File: src/rtl/dr_pkg.sv
package dr_pkg;
  // Pair value written as {true rail, false rail}.
  typedef enum logic [1:0] {
    PAIR_EMPTY = 2'b00,
    PAIR_ZERO  = 2'b01,
    PAIR_ONE   = 2'b10,
    PAIR_BAD   = 2'b11
  } pair_e;

  typedef enum logic [1:0] {
    TX_IDLE  = 2'd0,
    TX_CODE  = 2'd1,
    TX_SPACE = 2'd2
  } tx_state_e;

  function automatic pair_e pair_class(input logic t, input logic f);
    return pair_e'({t, f});
  endfunction
endpackage

File: src/rtl/dr_rst_sync.sv
module dr_rst_sync #(
  parameter int STAGES = 2
) (
  input  logic clk,
  input  logic rst_n,
  output logic rst_n_s
);
  logic [STAGES-1:0] sync_q;

  always_ff @(posedge clk or negedge rst_n) begin
    if (!rst_n) sync_q <= '0;
    else        sync_q <= {sync_q[STAGES-2:0], 1'b1};
  end

  assign rst_n_s = sync_q[STAGES-1];
endmodule

File: src/rtl/dr_tx.sv
module dr_tx
  import dr_pkg::*;
#(
  parameter int W = 8
) (
  input  logic         clk,
  input  logic         rst_n,
  input  logic         valid,
  input  logic [W-1:0] word,
  input  logic         ack,
  output logic         ready,
  output logic [W-1:0] rail_t,
  output logic [W-1:0] rail_f
);
  tx_state_e    state_q, state_d;
  logic         load_code, load_space;
  logic [W-1:0] code_t, code_f;
  logic [W-1:0] t_q, f_q;

  for (genvar i = 0; i < W; i++) begin : g_enc
    assign code_t[i] = word[i];
    assign code_f[i] = ~word[i];
  end

  always_comb begin
    state_d    = state_q;
    load_code  = 1'b0;
    load_space = 1'b0;
    case (state_q)
      TX_IDLE: begin
        if (valid && !ack) begin
          state_d   = TX_CODE;
          load_code = 1'b1;
        end
      end
      TX_CODE: begin
        if (ack) begin
          state_d    = TX_SPACE;
          load_space = 1'b1;
        end
      end
      TX_SPACE: begin
        if (!ack) state_d = TX_IDLE;
      end
      default: state_d = TX_IDLE;
    endcase
  end

  always_ff @(posedge clk or negedge rst_n) begin
    if (!rst_n) begin
      state_q <= TX_IDLE;
      t_q     <= '0;
      f_q     <= '0;
    end else begin
      state_q <= state_d;
      if (load_code) begin
        t_q <= code_t;
        f_q <= code_f;
      end else if (load_space) begin
        t_q <= '0;
        f_q <= '0;
      end
    end
  end

  assign ready  = (state_q == TX_IDLE) && !ack;
  assign rail_t = t_q;
  assign rail_f = f_q;
endmodule

File: src/rtl/dr_completion.sv
module dr_completion
  import dr_pkg::*;
#(
  parameter int W = 8
) (
  input  logic [W-1:0] rail_t,
  input  logic [W-1:0] rail_f,
  output logic         all_valid,
  output logic         all_empty,
  output logic         any_bad
);
  logic [W-1:0] bit_valid, bit_empty, bit_bad;

  for (genvar i = 0; i < W; i++) begin : g_pair
    pair_e cls;
    assign cls          = pair_class(rail_t[i], rail_f[i]);
    assign bit_valid[i] = (cls == PAIR_ZERO) || (cls == PAIR_ONE);
    assign bit_empty[i] = (cls == PAIR_EMPTY);
    assign bit_bad[i]   = (cls == PAIR_BAD);
  end

  assign all_valid = &bit_valid;
  assign all_empty = &bit_empty;
  assign any_bad   = |bit_bad;
endmodule

File: src/rtl/dr_rx.sv
module dr_rx #(
  parameter int W = 8
) (
  input  logic         clk,
  input  logic         rst_n,
  input  logic [W-1:0] rail_t,
  input  logic [W-1:0] rail_f,
  input  logic         stall,
  output logic         ack,
  output logic [W-1:0] word,
  output logic         strobe,
  output logic         err
);
  logic         all_valid, all_empty, any_bad;
  logic         ack_q, ack_d, capture;
  logic         strobe_q, err_q;
  logic [W-1:0] word_q;

  dr_completion #(.W(W)) cdet_i (
    .rail_t    (rail_t),
    .rail_f    (rail_f),
    .all_valid (all_valid),
    .all_empty (all_empty),
    .any_bad   (any_bad)
  );

  always_comb begin
    ack_d   = ack_q;
    capture = 1'b0;
    if (!ack_q) begin
      if (all_valid && !stall) begin
        ack_d   = 1'b1;
        capture = 1'b1;
      end
    end else if (all_empty) begin
      ack_d = 1'b0;
    end
  end

  always_ff @(posedge clk or negedge rst_n) begin
    if (!rst_n) begin
      ack_q    <= 1'b0;
      strobe_q <= 1'b0;
      err_q    <= 1'b0;
      word_q   <= '0;
    end else begin
      ack_q    <= ack_d;
      strobe_q <= capture;
      err_q    <= any_bad;
      if (capture) word_q <= rail_t;
    end
  end

  assign ack    = ack_q;
  assign word   = word_q;
  assign strobe = strobe_q;
  assign err    = err_q;
endmodule

File: src/rtl/dr_link.sv
module dr_link #(
  parameter int W = 8
) (
  input  logic         clk,
  input  logic         rst_n,
  input  logic         tx_valid,
  input  logic [W-1:0] tx_word,
  output logic         tx_ready,
  output logic [W-1:0] rail_t_o,
  output logic [W-1:0] rail_f_o,
  input  logic         ack_i,
  input  logic [W-1:0] rail_t_i,
  input  logic [W-1:0] rail_f_i,
  input  logic         rx_stall,
  output logic         ack_o,
  output logic [W-1:0] rx_word,
  output logic         rx_strobe,
  output logic         rx_err
);
  logic rst_n_s;

  dr_rst_sync #(.STAGES(2)) rst_i (
    .clk     (clk),
    .rst_n   (rst_n),
    .rst_n_s (rst_n_s)
  );

  dr_tx #(.W(W)) tx_i (
    .clk    (clk),
    .rst_n  (rst_n_s),
    .valid  (tx_valid),
    .word   (tx_word),
    .ack    (ack_i),
    .ready  (tx_ready),
    .rail_t (rail_t_o),
    .rail_f (rail_f_o)
  );

  dr_rx #(.W(W)) rx_i (
    .clk    (clk),
    .rst_n  (rst_n_s),
    .rail_t (rail_t_i),
    .rail_f (rail_f_i),
    .stall  (rx_stall),
    .ack    (ack_o),
    .word   (rx_word),
    .strobe (rx_strobe),
    .err    (rx_err)
  );
endmodule

File: config.mk
export PLATFORM = sky130hd
export DESIGN_NAME = dr_link
export DESIGN_NICKNAME = d
export VERILOG_FILES = /design/src/rtl/dr_pkg.sv /design/src/rtl/dr_rst_sync.sv /design/src/rtl/dr_tx.sv /design/src/rtl/dr_completion.sv /design/src/rtl/dr_rx.sv /design/src/rtl/dr_link.sv
export SDC_FILE = /design/constraint.sdc
export NUM_CORES = 1
export LEC_CHECK = 0
export BUFFER_PORTS_ARGS = -buffer_cell sky130_fd_sc_hd__clkbuf_2
export CORE_UTILIZATION = 52
export CTS_BUF_LIST = sky130_fd_sc_hd__clkbuf_8 sky130_fd_sc_hd__clkbuf_16
export DETAILED_ROUTE_END_ITERATION = 6
export GPL_ROUTABILITY_DRIVEN = 0
export GPL_TIMING_DRIVEN = 0
export PLACE_DENSITY_LB_ADDON = 0.3
export SYNTH_ARGS = -nofsm -noshare
export SYNTH_HDL_FRONTEND = slang
export SYNTH_SLANG_ARGS = --single-unit
File: constraint.sdc
create_clock -name clk -period 2.4 [get_ports clk]
set_clock_uncertainty 0.05 [all_clocks]
set_input_delay 0.24 -clock clk [delete_from_list [all_inputs] [get_ports clk]]
set_output_delay 0.24 -clock clk [all_outputs]
set_load 0.02 [all_outputs]
==> metrics.yaml <==
die-area_sq_um: 3200
cap_violations: 0
rsz0062_at_grt: "no"
synth_top_area_share_pct: 50.2
drt_iter0_drc: 47
max_slew_margin_pct: 25.5
vias_per_cell: 5.05
cp_data_required_time_ps: 2520
async_flop_share_pct: 100
postSynthAreaPerCell_sq_um: 11.4
tritoncts: "built"
reg2reg_from: "rx_i.ack$_DFF_PN0_"
crit_path_start: "rx_i.ack$_DFF_PN0_"
placed_cell_area_sq_um: 1870
wl_microns: 3110
drv_slew: 0
ys_top_cells_by_area: "dfrtp_1 50%, ha_1 13%, nand3_1 5.2%"
min_from: "tx_word[0]"
reg2reg_depth: 3
synth.most_common_cell: "dfrtp_1"
io_pins: 57
status: "complete, no violations"
design_area_sq_um: 1980
yosysTopAreaCell: "dfrtp_1"
synth_nets: 181
grt_pass1_vias: 1149
drc_errors: 0
min_period_over_period_pct: 73.0
overflow: 0
antenna_found_initial: 0
fp.dieW_microns: 56.5
row_count: 19
synth_edf_count: 0
clock_latency_ps: 290
ys_top_cells_by_count: "31 x dfrtp_1, 17 x inv_1, 17 x nand2_1"
cp.arrival_ps: 1870
dp_hpwl_microns: 2450
syn2layout_area_growth_pct: 28.0
p_leak_nw: 1.14
tightest_slew_ps: 1120
hold_path_depth: 2
clk_pin_slew_worst_paths_ps: 70
irDropWorstVdd_v: 0.000759
powerDensity_nw_per_um2: 755
cp-start-kind: "flip-flop"
synth-main-ff-cell: "dfrtp_1"
pre_cts_ws_ps: 373
io_buffers: 56
yosysSeqAreaShare_pct: 50.2
layout-drive-gt1-share_pct: 43.8
die_y_microns: 56.5
criticalPathCategory: "reg2reg"
root_buffer: "clkbuf_8"
crit_path_max_fanout: 10
cts_sinks: 31
synth_cell_types: 25
drt-pass1-iter-count: 4
htreeDepth: 2
synthCells: 136
clock_path_buffers: 2
coreArea_sq_um: 2780
synth_area_sq_um: 1550
yosys_register_bits: 31
hp-class: "in2reg"
end_kind: "flip-flop"
timing.final.ws_setup_ps: 647
wire_per_inst_microns: 13.4
nets: 245
max_freq_mhz: 570
period_minus_slack_ps: 1750
initial_utilization_pct: 55.6
grt_max_degree: 30
setup_tns_ps: 0
via_count: 1172
cts_buffers: 5
hold_viol_final: 0
grt_usage_pct: 22.2
num_antenna_cells: 0
ant_nets: 0
grt_pass1_wl_microns: 5220
finalSetupViolCount: 0
ys_warn_count: 0
-- what timing repair did --
action	CTS	global route
hold endpoints to repair	2	0
resized for setup	0	0
setup buffers	0	0
hold buffers	1	0
setup endpoints to repair	0	0
-- layout make-up --
type	count	area [sq um]
clock buffer	7	96.3
fill	223	802
clock inverter	1	7.51
tap	31	38.8
sequential	31	776
multi-input combinational	83	661
inverter	17	63.8
timing repair buffer	57	290
buffer	5	46.3
-- logic make-up after synthesis --
| logic type | synth area share [%] |
|---|---|
| buf+inv | 7.12 |
| other cells | 0.242 |
| compound gates | 4.85 |
| xor+xnor | 0.566 |
| mux | 5.83 |
| fa+ha+maj | 12.9 |
| flops | 50.2 |
| simple gates | 18.3 |
-- through the flow --
step / total power, mW / std cells / utilization (%) / hold slack (ps)
after floorplan: 0.899 / 136 / - / -106
after global placement: 1.03 / 223 / 67.1 / -24.0
after detailed placement: 1.05 / 223 / 67.1 / -20.8
after CTS: 1.52 / 232 / 71.2 / 87.1
after global routing: 1.58 / 232 / 71.2 / 86.0
final: 1.49 / 232 / 71.2 / 93.3
-- registers in the layout, summed over array words and instances (netlist names) --
signal and flops:
tx_i.rail_f 8, rx_i.ack 1, rx_i.strobe 1, rx_i.word 8
rst_i.sync_q 2, tx_i.rail_t 8, tx_i.state_q 2, rx_i.err 1
-- cells in the final DEF, fill, tap and decap left out, types with 7 or more instances in the layout --
| cell | instances |
|---|---|
| clkbuf_2 | 57 |
| nand3_1 | 16 |
| mux2_2 | 7 |
| nand2_1 | 17 |
| o21ai_2 | 8 |
| inv_1 | 17 |
| clkbuf_8 | 7 |
| dfrtp_1 | 31 |
| ha_1 | 16 |
-- layer usage --
layer	part of all wire, %	GRT usage, %	wire, microns
met1	39	26.1	1230
met2	52	36.6	1630
met3	6.1	7.83	189
met4	2.0	9.76	63
met5	0	0	0
-- worst max-delay path, cell delays in order (launching register included) --
cell      delay [ps]
dfrtp_1          400
nand4b_4         190
nor4_4           580
mux2_2           410
-- where the power goes --
group	total (mW)	leakage, nW	internal, mW	switching, mW
clock	0.456	0.0505	0.260	0.196
sequential	0.657	0.403	0.603	0.0543
combinational	0.381	0.690	0.148	0.233
-- path summary, 6_finish.rpt --
path	end	slack, ps
max	rx_i.word[4]$_DFFE_PN0P_	650
min	tx_i.rail_f[0]$_DFFE_PN0P_	90
max reg2reg	rx_i.word[4]$_DFFE_PN0P_	650
min reg2reg	rst_i.sync_q[1]$_DFF_PN0_	310
max in group asynchronous	tx_i.rail_t[4]$_DFFE_PN0P_	1210
min in group asynchronous	rst_i.sync_q[0]$_DFF_PN0_	230
(Power assumes the default switching activity.)
